$ cat src/rtl/protStatusPkg.sv
package protStatusPkg;
  // Strobes from control to the status datapath, one cycle each.
  typedef struct packed {
    logic welSet;     // latch write enable
    logic welClr;     // drop write enable
    logic startStat;  // begin a status-write busy cycle
    logic startArr;   // begin an array-write busy cycle
    logic finish;     // busy cycle ends this edge
  } ctrlStrobe_t;
endpackage

$ cat src/rtl/statusPath.sv
module statusPath
  import protStatusPkg::*;
#(
  parameter int ADDR_W = 11
) (
  input  logic              clk,
  input  logic              rstN,
  input  ctrlStrobe_t       strobe,
  input  logic [7:0]        statData,
  input  logic [ADDR_W-1:0] arrAddr,
  output logic [7:0]        statusOut,
  output logic              addrLocked,
  output logic              welQ,
  output logic              wipQ,
  output logic              srwdQ
);
  localparam int TOP = ADDR_W - 1;

  logic       srwd;
  logic [1:0] bp;
  logic       wel;
  logic       wip;
  logic       pendSrwd;
  logic [1:0] pendBp;
  logic       pendIsStat;

  always_ff @(posedge clk) begin
    if (!rstN) begin
      srwd       <= 1'b0;
      bp         <= 2'b00;
      wel        <= 1'b0;
      wip        <= 1'b0;
      pendSrwd   <= 1'b0;
      pendBp     <= 2'b00;
      pendIsStat <= 1'b0;
    end else begin
      if (strobe.startStat) begin
        wip        <= 1'b1;
        pendSrwd   <= statData[7];
        pendBp     <= statData[3:2];
        pendIsStat <= 1'b1;
      end else if (strobe.startArr) begin
        wip        <= 1'b1;
        pendIsStat <= 1'b0;
      end else if (strobe.finish) begin
        wip <= 1'b0;
        if (pendIsStat) begin
          srwd <= pendSrwd;
          bp   <= pendBp;
        end
      end
      if (strobe.finish)      wel <= 1'b0;
      else if (strobe.welSet) wel <= 1'b1;
      else if (strobe.welClr) wel <= 1'b0;
    end
  end

  always_comb begin
    unique case (bp)
      2'b00:   addrLocked = 1'b0;
      2'b01:   addrLocked = &arrAddr[TOP -: 2];
      2'b10:   addrLocked = arrAddr[TOP];
      default: addrLocked = 1'b1;
    endcase
  end

  assign statusOut = {srwd, 3'b000, bp, wel, wip};
  assign welQ  = wel;
  assign wipQ  = wip;
  assign srwdQ = srwd;

  AST_WEL_BEFORE_WIP: assert property (@(posedge clk) disable iff (!rstN)
    $rose(wip) |-> $past(wel));
  AST_DONE_CLEARS_WEL: assert property (@(posedge clk) disable iff (!rstN)
    $fell(wip) |-> !wel);
  AST_PROT_HELD_BUSY: assert property (@(posedge clk) disable iff (!rstN)
    (wip && !strobe.finish) |=> $stable({srwd, bp}));
  AST_BUSY_FROZEN: assert property (@(posedge clk) disable iff (!rstN)
    (wip && !strobe.finish) |=> (wip && $stable(wel)));
endmodule

$ cat src/rtl/statusCtrl.sv
module statusCtrl
  import protStatusPkg::*;
#(
  parameter int BUSY_CYCLES = 16
) (
  input  logic        clk,
  input  logic        rstN,
  input  logic        reqWren,
  input  logic        reqWrdi,
  input  logic        reqStatWr,
  input  logic        reqArrWr,
  input  logic        wpPin,
  input  logic        welQ,
  input  logic        wipQ,
  input  logic        srwdQ,
  input  logic        addrLocked,
  output ctrlStrobe_t strobe,
  output logic        arrWrGrant
);
  localparam int CNT_W = $clog2(BUSY_CYCLES + 1);
  localparam logic [CNT_W-1:0] CNT_LOAD = CNT_W'(BUSY_CYCLES);
  localparam logic [CNT_W-1:0] CNT_LAST = CNT_W'(1);

  logic [CNT_W-1:0] cnt;
  logic             statOk;
  logic             arrOk;

  assign statOk = welQ && !(srwdQ && !wpPin);
  assign arrOk  = welQ && !addrLocked;

  always_comb begin
    strobe        = '0;
    strobe.finish = wipQ && (cnt == CNT_LAST);
    if (!wipQ) begin
      if (reqWren)                 strobe.welSet    = 1'b1;
      else if (reqWrdi)            strobe.welClr    = 1'b1;
      else if (reqStatWr && statOk) strobe.startStat = 1'b1;
      else if (reqArrWr && arrOk)  strobe.startArr  = 1'b1;
    end
  end

  always_ff @(posedge clk) begin
    if (!rstN) begin
      cnt        <= '0;
      arrWrGrant <= 1'b0;
    end else begin
      arrWrGrant <= strobe.startArr;
      if (strobe.startStat || strobe.startArr) cnt <= CNT_LOAD;
      else if (strobe.finish)                  cnt <= '0;
      else if (wipQ)                           cnt <= cnt - CNT_LAST;
    end
  end

  AST_CNT_RANGE: assert property (@(posedge clk) disable iff (!rstN)
    cnt <= CNT_LOAD);
  AST_GRANT_PULSE: assert property (@(posedge clk) disable iff (!rstN)
    arrWrGrant |=> !arrWrGrant);
  AST_LOCKED_NO_GRANT: assert property (@(posedge clk) disable iff (!rstN)
    (reqArrWr && addrLocked) |=> !arrWrGrant);
  AST_HW_PROTECT: assert property (@(posedge clk) disable iff (!rstN)
    (!wipQ && reqStatWr && !reqWren && !reqWrdi && srwdQ && !wpPin) |=> !wipQ);
endmodule

$ cat src/rtl/protStatusUnit.sv
module protStatusUnit
  import protStatusPkg::*;
#(
  parameter int ADDR_W      = 11,
  parameter int BUSY_CYCLES = 16
) (
  input  logic              clk,
  input  logic              rstN,
  input  logic              reqWren,
  input  logic              reqWrdi,
  input  logic              reqStatWr,
  input  logic [7:0]        statData,
  input  logic              reqArrWr,
  input  logic [ADDR_W-1:0] arrAddr,
  input  logic              wpPin,
  output logic [7:0]        statusOut,
  output logic              arrWrGrant
);
  ctrlStrobe_t strobe;
  logic welQ, wipQ, srwdQ, addrLocked;

  statusCtrl #(.BUSY_CYCLES(BUSY_CYCLES)) i_statusCtrl (
    .clk(clk), .rstN(rstN),
    .reqWren(reqWren), .reqWrdi(reqWrdi),
    .reqStatWr(reqStatWr), .reqArrWr(reqArrWr),
    .wpPin(wpPin), .welQ(welQ), .wipQ(wipQ), .srwdQ(srwdQ),
    .addrLocked(addrLocked), .strobe(strobe), .arrWrGrant(arrWrGrant)
  );

  statusPath #(.ADDR_W(ADDR_W)) i_statusPath (
    .clk(clk), .rstN(rstN), .strobe(strobe),
    .statData(statData), .arrAddr(arrAddr),
    .statusOut(statusOut), .addrLocked(addrLocked),
    .welQ(welQ), .wipQ(wipQ), .srwdQ(srwdQ)
  );

  AST_RESERVED_LOW: assert property (@(posedge clk) disable iff (!rstN)
    $past(!rstN) |-> (statusOut == 8'h00));
endmodule

$ cat config.mk
export PLATFORM = sky130hd
export DESIGN_NAME = protStatusUnit
export DESIGN_NICKNAME = d
export VERILOG_FILES = /design/src/rtl/protStatusPkg.sv /design/src/rtl/statusPath.sv /design/src/rtl/statusCtrl.sv /design/src/rtl/protStatusUnit.sv
export SDC_FILE = /design/constraint.sdc
export NUM_CORES = 1
export LEC_CHECK = 0
export ABC_AREA = 1
export BUFFER_PORTS_ARGS = -buffer_cell sky130_fd_sc_hd__buf_2
export CAP_MARGIN = 20
export CORE_ASPECT_RATIO = 1.2
export CORE_UTILIZATION = 45
export DETAILED_ROUTE_END_ITERATION = 12
export PLACE_DENSITY = 0.8
export REMOVE_ABC_BUFFERS = 1
export SLEW_MARGIN = 20
export SYNTH_ARGS = -nofsm -noshare
export SYNTH_HDL_FRONTEND = slang
export SYNTH_SLANG_ARGS = --single-unit
$ cat constraint.sdc
create_clock -name clk -period 1.65 [get_ports clk]
set_clock_uncertainty 0.1 [all_clocks]
set_input_delay 0.2475 -clock clk [delete_from_list [all_inputs] [get_ports clk]]
set_output_delay 0.2475 -clock clk [all_outputs]
set_load 0.03 [all_outputs]
==> run metrics, run 1 <==
status=finished, final reports clean; placed cells=139; via/cell ratio=4.66; antenna violations before repair=0; Yosys warning count=0; Reg2Reg Setup Slack=0.30 ns; Die Ht=47.8 um; register area share after synthesis=38.2%; num rows=16; Gate power share=14.9%; slowest CP cell=dfxtp_1; Buf+Inv Stages, Crit Path=1; Worst-path clk slew=0.09 ns; area delta synth->final=11.8%; crit end category=flop; Period minus WS final=1.35 ns; IO buf count=17; first-pass GRT wire length=2.37 mm; Fill cells=164; Skew-Pair Late Insertion Delay=0.28 ns; maximum vdd ir drop=0.000522 V; FF+latch count, synth=15; total iterations of the first detailed-routing run=3; GRT Overall Usage=18.7%; DR vias=667; Die ar.=1920 um2; PwrDens=794 nW/um2; syn_area_per_cell=7.22 um2; Sw Ratio=28.0%; Initial Util=47.9%; CTS tree=yes; CP required=1.77 ns; Root Driver=clkbuf_4; Syn Inst Count=109; io pins=35; clock sink count=15; Seq pwr share=55.3%; P_sw=196 uW; number of global-route vias before repair=585; worst path arrival time=1.47 ns; placed wire-length estimate=1.11 mm; Synth cell types=22; remaining antenna violation count=0; Int Pwr=503 uW; total wire length=1.38 mm; Post-CTS Hold Buffers=0; CP Max Fanout=4; final setup vio count=0; Pleak=0.000440 uW; CTS Buf Count=3; Die W=40.2 um; Wirelength per Cell=9.64 um; worst path cell trace=inv_1, ha_1, nand4_1, nand2_1, nand3b_2, nor2_1; Post-CTS Resized=0; largest net degree at the start of global routing=11; largest delay contributor family on the critical path=simple AND/OR/NAND/NOR gates; max_cap viols=0; Setup Total Neg Slack=0 ns; period utilization=81.9%; GRT overflow=0; kind of critical path=flop to flop; clock power share=29.7%; DRC viols=0; Layout Nets=154; CP max stage delay=0.35 ns; post-CTS setup buffer count=0; Mapped Area=787 um2; H-tree Lvls=1; Hold Violations, Final=0; antenna fix cells=0; RSZ-0062 raised after global routing=no; final cell count without fillers=143; achievable frequency=740 MHz; RePlAce Congestion=0.723; Core Area=1640 um2; Final Max Tran Viols=0; Clock Path Buffers=2; HP Class=primary input to flop; number of DRC markers in iteration 0=2; startpoint types=flop; proportion of layout cells with a drive suffix above 1=24.8%
[metrics by stage]
stage | cell area (um2) | worst slack [ns] | util (%) | hold WS [ns] | power [uW]
after floorplan | 744 | 0.331 | - | 0.245 | 466
after global placement | 852 | 0.338 | 51.9 | 0.371 | 494
after detailed placement | 852 | 0.297 | 51.9 | 0.384 | 500
after CTS | 880 | 0.278 | 53.6 | 0.103 | 703
after global routing | 880 | 0.132 | 53.6 | 0.115 | 734
final | 880 | 0.298 | 53.6 | 0.101 | 699
[layer usage]
layer	part of all wire (%)	GRT usage [%]	vias up
li1	-	-	360
met1	44	21.1	290
met2	51	32.3	15
met3	3.4	4.19	2
met4	1.3	10.0	0
met5	0	0	-
[final timing paths]
| kind | startpoint | end | depth (start not counted) |
|---|---|---|---|
| setup / recovery | i_statusCtrl.cnt[1] | i_statusCtrl.cnt[2] | 6 |
| hold reg to reg | i_statusPath.pendBp[0] | i_statusPath.pendBp[0] | 2 |
| setup reg to reg | i_statusCtrl.cnt[1] | i_statusCtrl.cnt[2] | 6 |
| hold / removal | statData[2] | i_statusPath.pendBp[0] | 3 |
[logic make-up after synthesis]
| family | synth area share [%] |
|---|---|
| other cells | 0.476 |
| xor+xnor | 2.23 |
| simple gates | 33.9 |
| fa+ha+maj | 3.18 |
| buf+inv | 14.5 |
| compound gates | 7.63 |
| flops | 38.2 |
[cells in the final DEF, fill, tap and decap left out, drive strengths merged, types with 2 or more instances in the layout]
cell type,instances
dfxtp,15
xor2,2
buf,17
o21ai,9
nand3,5
nand2,12
clkbuf,3
nor2,32
nand4,2
conb,3
ha,2
a21oi,3
inv,17
[power by group through the flow]
| stage | clock network [uW] | registers, uW | logic (uW) |
|---|---|---|---|
| 2_1_floorplan | 0 | 399 | 66.6 |
| 3_3_place_gp | 0 | 394 | 99.9 |
| 3_5_place_dp | 0 | 395 | 105 |
| 4_1_cts | 211 | 387 | 105 |
| 5_1_grt | 226 | 388 | 120 |
| 6_report | 208 | 387 | 104 |
[sequential cells by signal (all words and copies together) (netlist names)]
name / cells
i_statusCtrl.arrWrGrant: 1
i_statusPath.srwdQ: 1
i_statusPath.pendSrwd: 1
i_statusCtrl.cnt: 5
i_statusPath.wipQ: 1
i_statusPath.pendBp: 2
i_statusPath.pendIsStat: 1
i_statusPath.bp: 2
i_statusPath.welQ: 1
[area by class of cell]
type                       count  area [um2]  area share, %
multi-input combinational     72         380           43.2
clock inverter                 1        5.00          0.569
timing repair buffer          17        85.1           9.67
tap                           18        22.5           2.56
inverter                      17        63.8           7.25
sequential                    15         300           34.1
clock buffer                   3        22.5           2.56
[worst reg2reg max path, stage by stage (launching register included)]
cell and delay, ns:
dfxtp_1 0.35, inv_1 0.07, ha_1 0.20, nand4_1 0.14, nand2_1 0.08, nand3b_2 0.25, nor2_1 0.10
[synthesized netlist by cell type]
| cell type | number | area share (%) |
|---|---|---|
| o21ai_0 | 6 | 3.8 |
| nor3_2 | 1 | 1.3 |
| nor2_1 | 28 | 13 |
| inv_2 | 1 | 0.48 |
| nand2_4 | 1 | 1.4 |
| buf_4 | 6 | 5.7 |
| nand3b_2 | 1 | 1.4 |
| nand3_1 | 4 | 2.5 |
| conb_1 | 1 | 0.48 |
| o21ai_1 | 3 | 1.9 |
| xor2_1 | 2 | 2.2 |
| a21oi_1 | 3 | 1.9 |
| nand4_4 | 1 | 2.7 |
| ha_1 | 2 | 3.2 |
| nand3_2 | 1 | 1.3 |
| nor2_2 | 3 | 2.4 |
| nand4_1 | 1 | 0.80 |
| buf_2 | 1 | 0.64 |
| inv_1 | 16 | 7.6 |
| nand2_1 | 11 | 5.2 |
| dfxtp_1 | 15 | 38 |
| nor2_4 | 1 | 1.4 |
Power figures use the tool's default switching activity.
==> inputs of run 2 (changes only) <==
--- a/config.mk
+++ b/config.mk
@@ -5,7 +5,7 @@
 export SDC_FILE = /design/constraint.sdc
 export NUM_CORES = 1
 export LEC_CHECK = 0
-export ABC_AREA = 1
+export ABC_AREA = 0
 export BUFFER_PORTS_ARGS = -buffer_cell sky130_fd_sc_hd__buf_2
 export CAP_MARGIN = 20
 export CORE_ASPECT_RATIO = 1.2
==> constraint.sdc (replaced) <==
create_clock -name clk -period 1.3 [get_ports clk]
set_clock_uncertainty 0.1 [all_clocks]
set_input_delay 0.195 -clock clk [delete_from_list [all_inputs] [get_ports clk]]
set_output_delay 0.195 -clock clk [all_outputs]
set_load 0.03 [all_outputs]
==> run metrics, run 2 <==
status=complete, but fails checks; failing checks=setup timing; Mapped Area=793 um2 (+0.79%); Pleak=0.000517 uW (+18%); number of global-route vias before repair=739 (+26%); Top Registers=i_statusCtrl.cnt: 5 flops, i_statusPath.bp: 2 flops, i_statusPath.pendBp: 2 flops; crit end category=flop; Reg2Reg Setup Slack=-0.32 ns (-0.62 ns); Die ar.=1940 um2 (+0.75%); CP required=1.37 ns (-0.40 ns); DR vias=896 (+34%); register area share after synthesis=37.9% (-0.30 points); commonest cells after routing, fill and taps aside=buf_4 (19), buf_2 (16), dfxtp_1 (11); total iterations of the first detailed-routing run=4 (+1); GRT overflow=0 (unchanged); max_cap viols=0 (unchanged); Skew-Pair Late Insertion Delay=0.28 ns (about the same); Syn Inst Count=88 (-19%); Post-CTS Hold Buffers=0 (unchanged); Worst-path clk slew=0.10 ns (about the same); IO buf count=17 (unchanged); Post-synth top flop=dfxtp_1; max reg flops=5 (unchanged); Finished Cell Area=1280 um2 (+45%); Core Area=1640 um2 (unchanged); RePlAce Congestion=0.835 (+16%); placed inst area=1010 um2 (+19%); Wirelength per Cell=17.2 um (+78%); CTS tree=yes; worst path cell trace=inv_2, ha_4, or4b_4, o31ai_2, a21oi_1; worst slack, placed=-0.391 ns (-0.688 ns); post-synth top area cell=dfxtp_1; antenna violations before repair=0 (unchanged); kind of critical path=flop to flop; Synth cell types=34 (+55%); Die W=40.3 um (+0.37%); startpoint types=flop; CTS Buf Count=3 (unchanged); Root Driver=clkbuf_4; worst path arrival time=1.69 ns (+0.22 ns); CP max stage delay=0.50 ns (+0.15 ns); achievable frequency=616 MHz (-17%); Synth top cells by count=dfxtp_1 (15), a21oi_1 (8); maximum vdd ir drop=0.000721 V (+38%); Hold Violations, Final=0 (unchanged); HP Class=primary input to flop; placed wire-length estimate=1.59 mm (+43%); area delta synth->final=61.2%; Setup Total Neg Slack=-3.18 ns (-3.18 ns); final setup vio count=16 (+16); num rows=16 (unchanged); total wire length=2.56 mm (+85%); Post-synth EDFFs=0 (unchanged); largest net degree at the start of global routing=13 (+2); RSZ-0062 raised after global routing=yes; syn_area_per_cell=9.01 um2 (+25%); Clock Path Buffers=2 (unchanged); antenna fix cells=0 (unchanged); Period minus WS final=1.62 ns (+0.271 ns); Die Ht=48.0 um (+0.38%); main area contributors after synthesis=dfxtp_1 (38%), buf_4 (5.7%), o31ai_1 (5.7%), a21oi_1 (5.0%), nand4_1 (4.7%); Initial Util=48.3% (+0.38 points); period utilization=125% (+43 points); PwrDens=792 nW/um2 (-0.34%); Yosys warning count=0 (unchanged); slowest CP cell=or4b_4; H-tree Lvls=1 (unchanged); most common cell after layout, fill and taps aside=buf_4; io pins=35 (unchanged); Largest Register=i_statusCtrl.cnt; first-pass GRT wire length=3.31 mm (+40%); GRT Overall Usage=25.3% (+6.6 points); clock sink count=15 (unchanged); top-count cell post-synth=dfxtp_1; CP Max Fanout=4 (unchanged); Final WS setup=-0.322 ns (-0.621 ns); Final Max Tran Viols=0 (unchanged); Layout Nets=160 (+3.9%); via/cell ratio=6.01 (+29%); proportion of layout cells with a drive suffix above 1=55.0% (+30 points); remaining antenna violation count=0 (unchanged); Post-synth ARST share=0% (unchanged); top cell type's share of synthesized area=37.9% (-0.30 points); DRC viols=0 (unchanged); Fill cells=107 (-35%); FF+latch count, synth=15 (unchanged); number of DRC markers in iteration 0=31 (+29)
## run 2: cell types whose count changed after synthesis, moves of 3 or more
| cell | change |
|---|---|
| o31ai_1 | +6 |
| nand4_1 | +5 |
| o21ai_0 | -4 |
| a21oi_1 | +5 |
| nor4_1 | +4 |
| nor2_2 | -3 |
| inv_1 | -10 |
| nand3_1 | -3 |
| nand2_1 | -6 |
| nor2_1 | -26 |
## run 2: layout make-up
class | instances | area, um2 | share of cell area (%)
Multi-Input combinational cell | 61 | 557 | 43.5
Timing Repair Buffer | 45 | 343 | 26.8
Sequential cell | 15 | 308 | 24.1
Clock buffer | 4 | 26.3 | 2.05
Inverter | 6 | 22.5 | 1.76
Tap cell | 18 | 22.5 | 1.76
## run 2: path summary, 6_finish.rpt
| path | from | endpoint | cells past startpoint |
|---|---|---|---|
| worst min-delay path | rstN | i_statusPath.wipQ | 2 |
| worst max-delay path | i_statusCtrl.cnt[1] | i_statusPath.bp[0] | 5 |
| worst min register to register | i_statusPath.pendBp[1] | i_statusPath.pendBp[1] | 2 |
| worst max register to register | i_statusCtrl.cnt[1] | i_statusPath.bp[0] | 5 |
## run 2: metrics by stage
stage / total power (uW) / hold slack (ns) / utilization (%) / instances
2_1_floorplan: 584 / 0.223 / - / 82
3_3_place_gp: 660 / 0.356 / 61.7 / 139
3_5_place_dp: 669 / 0.362 / 61.7 / 139
4_1_cts: 958 / 0.0709 / 70.2 / 145
5_1_grt: 1040 / 0.101 / 77.9 / 149
6_report: 1010 / 0.0968 / 77.9 / 149
## run 2: repair_timing
item                                    4_1_cts  5_1_grt
pin swaps                                     5       11
endpoints found under the setup margin       16       17
gates resized for setup                      22       21
hold endpoints to repair                      0        0
buffers inserted                              2        4
gates cloned                                  0        0
## run 2: power by group
part | internal (uW) | total [uW] | switching [uW]
clock network | 119 | 274 | 155
registers | 475 | 494 | 19.0
logic | 122 | 244 | 122
total | 717 | 1010 | 296
## run 2: worst max-delay path: cells and delay by family (launching register included)
| family | cells | cell delay [ns] |
|---|---|---|
| buffers and inverters | 1 | 0.08 |
| flip-flops | 1 | 0.34 |
| adder cells (fa/ha/maj) | 1 | 0.13 |
| AND/OR/NAND/NOR | 1 | 0.50 |
| AO/OA/AOI/OAI | 2 | 0.37 |
## run 2: kinds of logic after synthesis
| logic type | count (synthesis) | share of synthesized area (%) |
|---|---|---|
| simple gates | 30 | 25.1 |
| compound gates | 22 | 18.1 |
| flops | 15 | 37.9 |
| buf+inv | 14 | 10.6 |
| xor+xnor | 3 | 3.31 |
| fa+ha+maj | 2 | 3.15 |
| other cells | 1 | 0.473 |
| mux | 1 | 1.42 |
## run 2: metal layers
metal	share of wire, %	vias up	track usage [%]	routed length (um)
met3	6.2	8	3.72	158
li1	-	409	-	-
met5	0	-	0	0
met2	52	41	42.5	1320
met1	40	438	33.0	1030
met4	1.7	0	7.33	43
